--- src/rtl/rtg_pkg.sv ---
// Package: shared constants and types for the raster timing generator.
// Assumes 16-bit counts so that a start/stop pair fills one 32-bit word.
package rtg_pkg;
    localparam int ADDR_W  = 4;
    localparam int DATA_W  = 32;
    localparam int CNT_W   = 16;
    localparam int NUM_WIN = 4;

    // Window order within each axis group.
    localparam int WIN_SYNC   = 0;
    localparam int WIN_BLANK  = 1;
    localparam int WIN_ACTIVE = 2;
    localparam int WIN_CLK    = 3;

    // Word address map.
    localparam logic [ADDR_W-1:0] A_HTOTAL = 4'd0;
    localparam int                A_HWIN0  = 1;
    localparam logic [ADDR_W-1:0] A_VTOTAL = 4'd5;
    localparam int                A_VWIN0  = 6;
    localparam logic [ADDR_W-1:0] A_ATTR   = 4'd10;
    localparam logic [ADDR_W-1:0] A_CARRY  = 4'd11;
    localparam logic [ADDR_W-1:0] A_LOCK   = 4'd12;

    localparam logic [DATA_W-1:0] UNLOCK_KEY = 32'h0000_00AA;

    // Window pair: stop in the upper half, start in the lower half.
    typedef struct packed {
        logic [CNT_W-1:0] stop;
        logic [CNT_W-1:0] start;
    } win_t;
endpackage

--- src/rtl/rtg_lock_gate.sv ---
// Module: single-access write gate for the protected register file.
// A key write opens the gate; the next access of any kind closes it.
// Assumes at most one bus access per clock.
module rtg_lock_gate
    import rtg_pkg::*;
(
    input  logic              clk,
    input  logic              rst_n,
    input  logic              acc_valid,
    input  logic              acc_we,
    input  logic [ADDR_W-1:0] acc_addr,
    input  logic [DATA_W-1:0] acc_wdata,
    output logic              gate_open,
    output logic              wr_accept
);
    logic key_seen;

    assign key_seen  = acc_valid && acc_we && (acc_addr == A_LOCK) && (acc_wdata == UNLOCK_KEY);
    assign wr_accept = acc_valid && acc_we && gate_open && (acc_addr != A_LOCK);

    // Gate state: set by a key write, cleared by every other access.
    always_ff @(posedge clk) begin
        if (!rst_n)
            gate_open <= 1'b0;
        else if (acc_valid)
            gate_open <= key_seen;
    end
endmodule

--- src/rtl/rtg_regs.sv ---
// Module: protected timing register file with combinational read-back.
// Assumes writes arrive pre-qualified by the lock gate.
module rtg_regs
    import rtg_pkg::*;
(
    input  logic                    clk,
    input  logic                    rst_n,
    input  logic                    wr_en,
    input  logic [ADDR_W-1:0]       addr,
    input  logic [DATA_W-1:0]       wdata,
    input  logic                    gate_open,
    output logic [DATA_W-1:0]       rdata,
    output logic [CNT_W-1:0]        htotal,
    output logic [CNT_W-1:0]        vtotal,
    output win_t [NUM_WIN-1:0]      hwin,
    output win_t [NUM_WIN-1:0]      vwin,
    output logic                    enable
);
    logic [DATA_W-1:0] attr_q;
    logic [DATA_W-1:0] carry_q;

    assign enable = attr_q[0];

    // Horizontal and vertical totals.
    always_ff @(posedge clk) begin
        if (!rst_n) begin
            htotal <= '0;
            vtotal <= '0;
        end else if (wr_en) begin
            if (addr == A_HTOTAL) htotal <= wdata[CNT_W-1:0];
            if (addr == A_VTOTAL) vtotal <= wdata[CNT_W-1:0];
        end
    end

    // Attribute and line-carry words.
    always_ff @(posedge clk) begin
        if (!rst_n) begin
            attr_q  <= '0;
            carry_q <= '0;
        end else if (wr_en) begin
            if (addr == A_ATTR)  attr_q  <= wdata;
            if (addr == A_CARRY) carry_q <= wdata;
        end
    end

    for (genvar i = 0; i < NUM_WIN; i++) begin : g_win
        // Window pair i of each axis.
        always_ff @(posedge clk) begin
            if (!rst_n) begin
                hwin[i] <= '0;
                vwin[i] <= '0;
            end else if (wr_en) begin
                if (addr == ADDR_W'(A_HWIN0 + i)) hwin[i] <= win_t'(wdata);
                if (addr == ADDR_W'(A_VWIN0 + i)) vwin[i] <= win_t'(wdata);
            end
        end
    end

    // Read-back multiplexer.
    always_comb begin
        rdata = '0;
        case (addr)
            A_HTOTAL:                   rdata = DATA_W'(htotal);
            A_VTOTAL:                   rdata = DATA_W'(vtotal);
            A_ATTR:                     rdata = attr_q;
            A_CARRY:                    rdata = carry_q;
            A_LOCK:                     rdata = DATA_W'(gate_open);
            4'd1, 4'd2, 4'd3, 4'd4:     rdata = DATA_W'(hwin[addr - 4'd1]);
            4'd6, 4'd7, 4'd8, 4'd9:     rdata = DATA_W'(vwin[addr - 4'd6]);
            default:                    rdata = '0;
        endcase
    end
endmodule

--- src/rtl/rtg_axis_counter.sv ---
// Module: down-counter for one raster axis.
// Holds the total while stopped; counts down on step and reloads after zero.
module rtg_axis_counter #(
    parameter int CNT_W = 16
) (
    input  logic             clk,
    input  logic             rst_n,
    input  logic             run,
    input  logic             step,
    input  logic [CNT_W-1:0] total,
    output logic [CNT_W-1:0] count,
    output logic             wrap
);
    assign wrap = run && step && (count == '0);

    // Count down, reload after zero, park at the total when stopped.
    always_ff @(posedge clk) begin
        if (!rst_n)
            count <= '0;
        else if (!run)
            count <= total;
        else if (step)
            count <= (count == '0) ? total : count - 1'b1;
    end
endmodule

--- src/rtl/rtg_window_cmp.sv ---
// Module: window comparator, high while stop < count <= start and enabled.
module rtg_window_cmp
    import rtg_pkg::*;
(
    input  logic [CNT_W-1:0] count,
    input  win_t             win,
    input  logic             en,
    output logic             hit
);
    assign hit = en && (count <= win.start) && (count > win.stop);
endmodule

--- src/rtl/raster_timing_gen.sv ---
// Module: top of the raster timing generator.
// Ties the lock gate, register file, two axis counters and eight window
// comparators together. One bus access per cycle; reads are combinational.
module raster_timing_gen
    import rtg_pkg::*;
(
    input  logic              clk,
    input  logic              rst_n,
    input  logic              bus_valid,
    input  logic              bus_we,
    input  logic [3:0]        bus_addr,
    input  logic [31:0]       bus_wdata,
    output logic [31:0]       bus_rdata,
    output logic [15:0]       hcount,
    output logic [15:0]       vcount,
    output logic              hsync,
    output logic              hblank,
    output logic              hactive,
    output logic              hclk_en,
    output logic              vsync,
    output logic              vblank,
    output logic              vactive,
    output logic              vclk_en
);
    logic               unlocked;
    logic               wr_ok;
    logic [CNT_W-1:0]   htotal;
    logic [CNT_W-1:0]   vtotal;
    win_t [NUM_WIN-1:0] hwin;
    win_t [NUM_WIN-1:0] vwin;
    logic               enable;
    logic               h_wrap;
    logic               v_wrap;
    logic [NUM_WIN-1:0] hw;
    logic [NUM_WIN-1:0] vw;

    rtg_lock_gate u_gate (
        .clk       (clk),
        .rst_n     (rst_n),
        .acc_valid (bus_valid),
        .acc_we    (bus_we),
        .acc_addr  (bus_addr),
        .acc_wdata (bus_wdata),
        .gate_open (unlocked),
        .wr_accept (wr_ok)
    );

    rtg_regs u_regs (
        .clk       (clk),
        .rst_n     (rst_n),
        .wr_en     (wr_ok),
        .addr      (bus_addr),
        .wdata     (bus_wdata),
        .gate_open (unlocked),
        .rdata     (bus_rdata),
        .htotal    (htotal),
        .vtotal    (vtotal),
        .hwin      (hwin),
        .vwin      (vwin),
        .enable    (enable)
    );

    rtg_axis_counter #(.CNT_W(CNT_W)) u_hcnt (
        .clk   (clk),
        .rst_n (rst_n),
        .run   (enable),
        .step  (1'b1),
        .total (htotal),
        .count (hcount),
        .wrap  (h_wrap)
    );

    rtg_axis_counter #(.CNT_W(CNT_W)) u_vcnt (
        .clk   (clk),
        .rst_n (rst_n),
        .run   (enable),
        .step  (h_wrap),
        .total (vtotal),
        .count (vcount),
        .wrap  (v_wrap)
    );

    for (genvar i = 0; i < NUM_WIN; i++) begin : g_cmp
        rtg_window_cmp u_hcmp (.count(hcount), .win(hwin[i]), .en(enable), .hit(hw[i]));
        rtg_window_cmp u_vcmp (.count(vcount), .win(vwin[i]), .en(enable), .hit(vw[i]));
    end

    assign hsync   = hw[WIN_SYNC];
    assign hblank  = hw[WIN_BLANK];
    assign hactive = hw[WIN_ACTIVE];
    assign hclk_en = hw[WIN_CLK];
    assign vsync   = vw[WIN_SYNC];
    assign vblank  = vw[WIN_BLANK];
    assign vactive = vw[WIN_ACTIVE];
    assign vclk_en = vw[WIN_CLK];
endmodule


--- config.mk ---
export PLATFORM = sky130hd
export DESIGN_NAME = raster_timing_gen
export DESIGN_NICKNAME = d
export VERILOG_FILES = /design/src/rtl/rtg_pkg.sv /design/src/rtl/rtg_lock_gate.sv /design/src/rtl/rtg_regs.sv /design/src/rtl/rtg_axis_counter.sv /design/src/rtl/rtg_window_cmp.sv /design/src/rtl/raster_timing_gen.sv
export SDC_FILE = /design/constraint.sdc
export NUM_CORES = 1
export LEC_CHECK = 0
export BUFFER_PORTS_ARGS = -buffer_cell sky130_fd_sc_hd__buf_2
export CAP_MARGIN = 10
export CORE_MARGIN = 10
export CORE_UTILIZATION = 55
export DETAILED_ROUTE_END_ITERATION = 10
export PLACE_DENSITY = 0.72
export SLEW_MARGIN = 30
export SYNTH_ARGS = -nofsm -noshare
export SYNTH_HDL_FRONTEND = slang
export SYNTH_HIERARCHICAL = 1
export SYNTH_SLANG_ARGS = --single-unit
--- constraint.sdc ---
create_clock -name clk -period 3.9 [get_ports clk]
set_clock_uncertainty 0.1 [all_clocks]
set_input_delay 0.78 -clock clk [delete_from_list [all_inputs] [get_ports clk]]
set_output_delay 0.78 -clock clk [all_outputs]
set_load 0.02 [all_outputs]
==> impl_metrics.yaml <==
floorplanning:
  core_mm2: 0.0445
  rows: 77
  io_pins: 112
  die_h_um: 233
  dieArea_mm2: 0.0542
  die_w_um: 233
  start_util_pct: 56.0
clock_tree:
  cts.sinks: 385
  postCtsSetupBuffers: 0
  clock_latency_ps: 580
  htree_levels: 2
  cts_buffers: 45
  cts_tree: "yes"
  path_clk_slew_ps: 60
  cts_repair_resize_count: 9
  clockBufferDepth: 3
  hold_buffers: 0
  root_buffer: "clkbuf_16"
setup_path:
  path_max_fanout: 12
  end_kind: "output port"
  crit_type: "reg2out"
  startpoint: "u_vcnt/count[13]"
  r2r-start: "u_hcnt/count[4]"
  crit_slowest_cell: "dfxtp_1"
  slowest_delay_ps: 770
  crit_chain: "ha_1, nand4_1, nor2_1, o2bb2ai_1, nor4_1, buf_4, nor4b_2, buf_2"
  cp_data_arrival_time_ps: 2930
  worstSetupStartpointType: "flip-flop"
  worstPathRequired_ps: 3020
yosys:
  syn_area_mm2: 0.0249
  synthCells: 3049
  yosys_warnings: 6
  avgSynthCellArea_um2: 8.18
detailed_routing:
  drt-pass1-iter-count: 6
  via_per_inst: 6.23
  drt_iter0_markers: 2507
  wire_per_inst_um: 23.1
  via_count: 23030
  drtAntennaViolNets: 0
  drcViolationCount: 0
  wl_mm: 85.3
timing:
  max-slew-margin-rel_pct: 45.1
  period_needed_ps: 3810
  setup_viol: 0
  rsz0062_at_grt: "no"
  setup_ws_ps: 91.6
  hold_violations: 0
  tns_ps: 0
  tightestPinTransition_ps: 821
  slew_violations: 0
  finalCritPeriodShare_pct: 97.7
  fmax_mhz: 263
power:
  powerDensity_mw_per_mm2: 319
  finalPower_mw: 8.71
  vdd.ir_drop.worst_v: 0.000348
  p_leak_nw: 10.1
run_status:
  outcome: "completed"
worst_hold_path:
  hp-class: "reg2reg"
  hp-start: "u_regs/attr_q[31]"
global_routing:
  track_usage_pct: 30.4
  grt_pass1_wl_mm: 128
  overflow: 0
  antenna_found_initial: 5
  grt_pass1_vias: 21822
  grt_max_degree: 164
cells_and_area:
  drive_gt1_share_pct: 13.1
  final_nets: 3373
  fin_util_pct: 61.4
  final_area_mm2: 0.0273
  area_delta_synth_final_pct: 9.57
placement:
  dp_hpwl_mm: 60.6
  pre_cts_ws_ps: 121
  placed_cell_area_mm2: 0.0257
  io_buffers: 111
  gp_congestion: 0.939
run:
  max-cap-violations: 0
-- metrics by stage --
stage,hold WS [ps],std cells
floorplan,335,3051
detailed placement,344,3614
finish,351,3697
global route,375,3697
CTS,352,3696
global placement,341,3614
-- flip-flops by register name (all words and copies together), names as in the netlist --
| signal | flops |
|---|---|
| u_gate/gate_open | 1 |
| u_hcnt/count | 16 |
| u_regs/attr_q | 32 |
| u_regs/carry_q | 32 |
| u_regs/htotal | 16 |
| u_regs/hwin | 128 |
| u_regs/vtotal | 16 |
| u_regs/vwin | 128 |
| u_vcnt/count | 16 |
-- critical path, delay by kind of cell (launching register included) --
kind | cells | cell delay [ps]
AND/OR/NAND/NOR | 4 | 710
adder cells (fa/ha/maj) | 1 | 360
AO/OA/AOI/OAI | 1 | 120
buffers and inverters | 2 | 390
flip-flops | 1 | 770
-- area by class of cell --
type	count	area, um2
antenna	1	2.50
clock buffer	67	1360
clock inverter	15	175
fill	3924	17200
inverter	272	1020
multi-input combinational	2196	15200
sequential	385	7740
tap	592	741
timing repair buffer	169	1050
-- report_power, final --
group	leakage, nW	switching (mW)	internal (mW)	total, mW
sequential	3.11	0.000000000000329	3.93	3.93
clock	0.757	1.78	2.62	4.40
combinational	6.19	0.249	0.122	0.371
total	10.1	2.03	6.67	8.71
-- layer usage --
metal	global-route usage, %	up-vias	routed length [um]
li1	-	10580	-
met1	40.1	11085	35500
met2	48.1	1152	38600
met3	5.44	207	7710
met4	12.7	6	3420
met5	0	-	36
-- placed cells by master, fill, tap and decap left out, drive strengths merged, types with 15 or more instances in the layout --
cell and instances:
a22oi 46, a21oi 119, buf 168, ha 264, nor2b 31, a21boi 360
clkbuf 68, o211ai 18, nor2 34, nor3 26, nand2 808, nor4 35
nor4b 15, mux4 64, nand4 90, inv 273, dfxtp 385, nand3 63
o21ai 71
-- path summary, 6_finish.rpt --
kind         depth (start not counted)  slack, ps                 to
min                                  2        350  u_regs/attr_q[31]
max reg2reg                         10        830    u_vcnt/count[3]
max                                  8         90            vclk_en
min reg2reg                          2        350  u_regs/attr_q[31]
Power figures use the tool's default switching activity.
